<file path="src/rtl/tris_pkg.sv">
package tris_pkg;

  typedef enum logic [1:0] {
    TM_ONESHOT   = 2'd0,
    TM_PERIODIC  = 2'd1,
    TM_EDGE_TIME = 2'd2,
    TM_EDGE_CNT  = 2'd3
  } tm_mode_e;

  typedef struct packed {
    logic dma;
    logic tmatch;
    logic cevent;
    logic cmatch;
    logic tout;
  } tmr_evt_t;

  localparam int unsigned NTMR    = 2;
  localparam int unsigned RIS_W   = 32;
  localparam int unsigned T_SPAN  = 8;

  // implemented status bits; everything else is tied to zero
  localparam logic [RIS_W-1:0] USED_MASK = 32'h0000_2F37;

  // match bit does not follow the per-timer stride
  function automatic int unsigned match_pos(int unsigned idx);
    return (idx == 0) ? 4 : 11;
  endfunction

  function automatic logic [RIS_W-1:0] place_evt(tmr_evt_t e, int unsigned idx);
    logic [RIS_W-1:0] v;
    int unsigned base;
    v    = '0;
    base = idx * T_SPAN;
    v[base + 0]       = e.tout;
    v[base + 1]       = e.cmatch;
    v[base + 2]       = e.cevent;
    v[match_pos(idx)] = e.tmatch;
    v[base + 5]       = e.dma;
    return v;
  endfunction

endpackage

</file>
<file path="src/rtl/tris_evt_detect.sv">
module tris_evt_detect
  import tris_pkg::*;
#(
  parameter int CW = 16,
  parameter int PW = 8
) (
  input  logic [CW-1:0] cnt,
  input  logic [PW-1:0] pre,
  input  logic [CW-1:0] mval,
  input  logic [PW-1:0] pmval,
  input  logic [CW-1:0] load,
  input  logic          up,
  input  logic [1:0]    mode,
  input  logic          mie,
  input  logic          pm_en,
  input  logic          cap,
  input  logic          dma,
  output tmr_evt_t      evt
);

  tm_mode_e      md;
  logic          counting;
  logic          edge_time;
  logic [CW-1:0] limit;
  logic          cnt_eq;
  logic          pre_eq;

  always_comb begin
    md        = tm_mode_e'(mode);
    counting  = (md == TM_ONESHOT) || (md == TM_PERIODIC);
    edge_time = (md == TM_EDGE_TIME);
    limit     = up ? load : '0;
    cnt_eq    = (cnt == mval);
    pre_eq    = (pre == pmval);

    evt.tout   = counting && (cnt == limit);
    evt.tmatch = counting && mie && cnt_eq && (!pm_en || pre_eq);
    evt.cevent = edge_time && cap;
    evt.cmatch = edge_time && cnt_eq && pre_eq;
    evt.dma    = dma;
  end

endmodule

</file>
<file path="src/rtl/tris_status_reg.sv">
module tris_status_reg #(
  parameter int              W    = 32,
  parameter logic [W-1:0]    KEEP = '1
) (
  input  logic         clk,
  input  logic         rst,
  input  logic [W-1:0] set_vec,
  input  logic         clr_we,
  input  logic [W-1:0] clr_vec,
  output logic [W-1:0] stat,
  output logic         any
);

  logic [W-1:0] clr_eff;
  logic [W-1:0] nxt;

  always_comb begin
    clr_eff = clr_we ? clr_vec : '0;
    // set is ORed after the clear so a simultaneous event survives
    nxt     = ((stat & ~clr_eff) | set_vec) & KEEP;
  end

  always_ff @(posedge clk) begin
    if (rst) begin
      stat <= '0;
      any  <= 1'b0;
    end else begin
      stat <= nxt;
      any  <= |nxt;
    end
  end

endmodule

</file>
<file path="src/rtl/dual_tmr_ris.sv">
module dual_tmr_ris
  import tris_pkg::*;
#(
  parameter int CW = 16,
  parameter int PW = 8
) (
  input  logic                 clk,
  input  logic                 rst,
  input  logic [1:0][CW-1:0]   tm_cnt,
  input  logic [1:0][PW-1:0]   tm_pre,
  input  logic [1:0][CW-1:0]   tm_match,
  input  logic [1:0][PW-1:0]   tm_pmatch,
  input  logic [1:0][CW-1:0]   tm_load,
  input  logic [1:0]           tm_up,
  input  logic [1:0][1:0]      tm_mode,
  input  logic [1:0]           tm_mie,
  input  logic [1:0]           tm_pm_en,
  input  logic [1:0]           tm_cap,
  input  logic [1:0]           tm_dma,
  input  logic                 clr_we,
  input  logic [31:0]          clr_mask,
  output logic [31:0]          ris,
  output logic                 ris_any
);

  tmr_evt_t [NTMR-1:0]   evt;
  logic     [RIS_W-1:0]  set_vec;

  for (genvar t = 0; t < NTMR; t++) begin : g_tmr
    tris_evt_detect #(.CW(CW), .PW(PW)) u_det (
      .cnt   (tm_cnt[t]),
      .pre   (tm_pre[t]),
      .mval  (tm_match[t]),
      .pmval (tm_pmatch[t]),
      .load  (tm_load[t]),
      .up    (tm_up[t]),
      .mode  (tm_mode[t]),
      .mie   (tm_mie[t]),
      .pm_en (tm_pm_en[t]),
      .cap   (tm_cap[t]),
      .dma   (tm_dma[t]),
      .evt   (evt[t])
    );
  end

  always_comb begin
    set_vec = '0;
    for (int t = 0; t < NTMR; t++) begin
      set_vec = set_vec | place_evt(evt[t], t);
    end
  end

  tris_status_reg #(.W(RIS_W), .KEEP(USED_MASK)) u_stat (
    .clk     (clk),
    .rst     (rst),
    .set_vec (set_vec),
    .clr_we  (clr_we),
    .clr_vec (clr_mask),
    .stat    (ris),
    .any     (ris_any)
  );

endmodule

</file>
<file path="config.mk">
export PLATFORM = sky130hd
export DESIGN_NAME = dual_tmr_ris
export DESIGN_NICKNAME = d
export VERILOG_FILES = /design/src/rtl/tris_pkg.sv /design/src/rtl/tris_evt_detect.sv /design/src/rtl/tris_status_reg.sv /design/src/rtl/dual_tmr_ris.sv
export SDC_FILE = /design/constraint.sdc
export NUM_CORES = 1
export LEC_CHECK = 0
export ABC_AREA = 1
export BUFFER_PORTS_ARGS = -buffer_cell sky130_fd_sc_hd__buf_2
export CAP_MARGIN = 15
export CORE_UTILIZATION = 30
export DETAILED_ROUTE_END_ITERATION = 10
export PLACE_DENSITY_LB_ADDON = 0.15
export SLEW_MARGIN = 5
export SYNTH_ARGS = -nofsm -noshare
export SYNTH_HDL_FRONTEND = slang
export SYNTH_SLANG_ARGS = --single-unit
</file>
<file path="constraint.sdc">
create_clock -name clk -period 0.9 [get_ports clk]
set_input_delay 0.045 -clock clk [delete_from_list [all_inputs] [get_ports clk]]
set_output_delay 0.045 -clock clk [all_outputs]
set_load 0.02 [all_outputs]
</file>
; ---- Yosys cells after proc, flatten, opt, wreduce, memory -nomap -nowiden
; Cells that the tools add are included.
[totals]
reg_bits = 11
input_bits = 177
output_inout_bits = 33
[classes]
n_eq_ne = 10
n_mux = 3
bitwise_logic = 4
reduce_logical = 23
[ops]
columns = cell, n
row1 = 16-bit == test, 4
row2 = 16-bit two-way mux, 2
row3 = 8-bit == test, 2
row4 = 14-bit AND, 1
row5 = 1-bit logical AND, 14
row6 = 14-bit two-way mux, 1
row7 = 14-bit inverter, 1
row8 = 14-bit OR, 1
row9 = 6-bit by 14-bit OR with 14-bit output, 1
row10 = 10-bit OR reduction, 1
row11 = "2-bit by 1-bit == test with 1-bit output, second input constant", 2
row12 = "2-bit == test, second input constant", 2
row13 = 2-bit zero test, 2
row14 = 1-bit logical OR, 4
row15 = 1-bit zero test, 2

; ---- Depth between registers and ports, before layout
[logic_depth]
ltp_word = 8
mapped_depth = 13
depth_no_buf = 13

; ---- By module
; A second synthesis with hierarchy kept.
[unflattened]
cells_unflattened = 465
hier_area_um2 = 2267.2
[modules_own_cells]
columns = mod, instances, cells_per_inst, area_each_um2
row1 = tris_evt_detect, 2, 187, 819.5
row2 = tris_status_reg, 1, 90, 624.3
row3 = dual_tmr_ris, 1, 1, 3.8

; ---- Worst setup path after synthesis
; OpenSTA, ideal clock, no wires.
[synth_path]
kind = register to register
start = register u_stat.stat[13]
end = register u_stat.any
arrival_ns = 1.004
slack_ns = -0.213
path_stages_with_launch = 10
path_buffers = 0
synth_period_minus_slack_ns = 1.113
path_cell_list = dfxtp_1 > a21o_1 > inv_1 > nand4_1 > inv_1 > nand3_1 > nor2_1 > nand3_1 > nand2_1 > inv_1
[synth_between]
elab_chain_len = 3
[synth_rtl]
columns = item, line_no
row1 = start: declaration, tris_status_reg.sv:10  ; output logic [W-1:0] stat,
row2 = start signal: assignment, tris_status_reg.sv:28  ; stat <= nxt;
row3 = 14-bit AND, tris_status_reg.sv:20  ; nxt = ((stat & ~clr_eff) | set_vec) & KEEP;
row4 = 14-bit OR, tris_status_reg.sv:20
row5 = 10-bit OR reduction, tris_status_reg.sv:29  ; any <= |nxt;
row6 = end signal: assignment, tris_status_reg.sv:29
row7 = end: declaration, tris_status_reg.sv:11  ; output logic any
; Every way passes these cells.
; A chain may end at the register's enable or synchronous reset.

; ---- Worst setup path after layout
; Ends and elaborated chain as after synthesis.

==> impl_metrics.csv <==
group,metric,value,unit
status,status,"complete, but fails checks",
status,violations,"setup timing",
floorplanning,die_h,82.5,microns
yosys,async_flop_share,0,%
yosys,synth_ff_type,"dfxtp_1",
place,finalWeightedCongestion,0.804,
power_and_ir_drop,ir_worst_vdd,0.602,mV
final_layout,layout.nets,727,
routing,firstDrtPassIters,4,
clock_network,cts-buffers-inserted,3,
floorplanning,die_area,6810,sq um
final_layout,diodes,0,
yosys,avgSynthCellArea,5.64,sq um
final_layout,n_fill_cell,659,
yosys,ys_warn_count,0,
power_and_ir_drop,p_leak,0.00186,uW
yosys,synth_area_leaders,"nand2_1 (26%), xnor2_1 (18%), dfxtp_1 (11%)",
sta,hold_ws,0.0376,ns
routing,viasPerCell,4.19,
grt,antenna_found_initial,0,
sta,setup_slack,-0.208,ns
hold_path,hold_depth,3,
clock_network,clk_pin_slew,0.05,ns
clock_network,clk_latency,0.23,ns
routing,postRouteAntennaNets,0,
grt,grt_pass1_wl,8.71,mm
routing,finalWirelength,6.12,mm
power_and_ir_drop,finalPower,2280,uW
sta,skew,0.000379,ns
sta,fin_crit,1.11,ns
clock_network,cts_tree,"yes",
yosys,synth_seq_cells,11,
routing,dr.first_iter.drc_count,52,
clock_network,cts_buffer_depth,2,
job,maxCapViolCount,0,
routing,wl_per_cell,9.80,microns
clock_network,cts.sinks,11,
floorplanning,rows,28,
setup_path,critPathKind,"reg -> reg",
setup_path,required,1.04,ns
yosys,syn_area,1950,sq um
final_layout,drive_gt1_share,44.3,%
setup_path,r2r.worst_path.cells,9,
yosys,synth.most_common_cell,"nand2_1",
floorplanning,initial_utilization,31.9,%
final_layout,stdcell_count,624,
hold_path,min_to,"u_stat.stat[5]",
yosys,postSynthCellCount,345,
grt,gr-total-overflow,0,
setup_path,rr_startpoint,"u_stat.stat[13]",
setup_path,cp_max_fo,2,
place,dp.cells,613,
setup_path,r2r_slack,-0.21,ns
routing,vias,2615,
grt,grtUsageTotal,16.1,%
setup_path,endpoint_kind,"flop",
sta,rsz0062_at_grt,"true",
place,dp_slack,-0.392,ns
grt,grt_pass1_vias,2206,
power_and_ir_drop,power.density,696,nW/um^2
setup_path,r2r-end,"u_stat.any",
routing,remaining_drc_errors,0,
sta,fmax,903,MHz
floorplanning,io_pins,210,
setup_path,arrival,1.24,ns
clock_network,clock_tree.root_cell,"clkbuf_8",
yosys,synth_area_leader_cell,"nand2_1",
floorplanning,coreArea,6100,sq um
yosys,yosysUniqueCellTypes,23,
yosys,synth_top_area_share,26.4,%
sta,hold_viol_final,0,
place,port_buffers,165,
final_layout,synthToLayoutAreaGrowth,68.2,%
place,hpwl,5.29,mm
yosys,yosysSeqAreaShare,11.3,%
yosys,synth_top_cells_by_count,"nand2_1 (137), xnor2_1 (41), nor2_1 (38), inv_1 (30), buf_4 (22)",
hold_path,worstHoldStart,"tm_dma[0]",
hold_path,hp-class,"in -> reg",
grt,grt_max_degree,19,
floorplanning,dieWidth,82.5,microns
setup_path,critPathLaunchType,"flop",
yosys,synth_edf_count,0,
sta,final-setup-viol-count,2,
sta,period_share,123,%
clock_network,cts-htree-levels,1,
sta,final_max_slew_viol_count,0,
layout make-up:
type | count | area [sq um] | area share, %
Sequential cell | 11 | 226 | 6.92
Tap cell | 75 | 93.8 | 2.87
Inverter | 30 | 113 | 3.44
Multi-Input combinational cell | 297 | 1540 | 47.1
Timing Repair Buffer | 207 | 1250 | 38.3
Clock buffer | 4 | 45.0 | 1.38
registers in the layout, indices dropped and copies added, names as in the netlist:
signal	count
u_stat.stat	10
u_stat.any	1
through the flow:
step                cell area, sq um  utilization (%)  TNS, ns
floorplan                       2030                -   -0.165
global placement                3010             49.3    -1.47
detailed placement              3010             49.3    -1.58
CTS                             3060             50.3   -0.219
global route                    3270             53.7   -0.536
finish                          3270             53.7   -0.215
placed cells by master, fill, tap and decap left out, types with 6 or more instances in the layout:
cell type	n
nand3_1	15
a21oi_1	6
nand2_2	7
dfxtp_1	8
nand2_1	132
conb_1	22
xor2_1	14
buf_4	35
xnor2_1	40
nor2_2	9
nor2_1	29
inv_1	28
buf_2	161
metal layers:
| metal | share of wire (%) | routed length, microns | GRT usage [%] | up-vias |
|---|---|---|---|---|
| met5 | 0 | 0 | 0 | - |
| met4 | 1.1 | 68 | 3.62 | 0 |
| met3 | 8.9 | 542 | 3.19 | 6 |
| met2 | 51 | 3130 | 31.2 | 120 |
| met1 | 39 | 2370 | 17.7 | 1079 |
| li1 | - | - | - | 1410 |
repair_timing:
action,4_1_cts,5_1_grt
endpoints found under the hold margin,0,0
setup endpoints to repair,3,7
gates cloned,0,4
hold buffers,0,0
pin swaps,1,19
buffers inserted,1,2
resized for setup,2,38
where the power goes:
part	internal (uW)	switching (uW)	leakage, uW
Clock	310	175	0.0000228
Sequential	503	6.01	0.0000910
Combinational	685	600	0.00175
Total	1500	781	0.00186
cell families after synthesis:
| group | Yosys count | synth area share (%) |
|---|---|---|
| XOR/XNOR | 55 | 24.8 |
| flip-flops | 11 | 11.3 |
| other | 1 | 0.193 |
| AO/OA/AOI/OAI | 16 | 4.24 |
| buffers and inverters | 58 | 17.2 |
| AND/OR/NAND/NOR | 204 | 42.3 |
how the worst max path moves through the flow:
stage                         start  slack (ns)          to
floorplan           u_stat.stat[13]       -0.16  u_stat.any
global placement           tm_up[1]       -0.36  u_stat.any
detailed placement         tm_up[1]       -0.39  u_stat.any
CTS                 u_stat.stat[13]       -0.22  u_stat.any
global route        u_stat.stat[13]       -0.30  u_stat.any
finish              u_stat.stat[13]       -0.21  u_stat.any
critical path, cell delays in order, from the launching register on:
cell and delay, ns:
dfxtp_4 0.33, a21o_1 0.16, inv_2 0.05, nand4_1 0.07, inv_1 0.07, nand3_2 0.06
nor2_2 0.11, nand3_1 0.07, nand2_1 0.06, inv_1 0.03
Note: power is estimated with default switching activity, not from simulation.
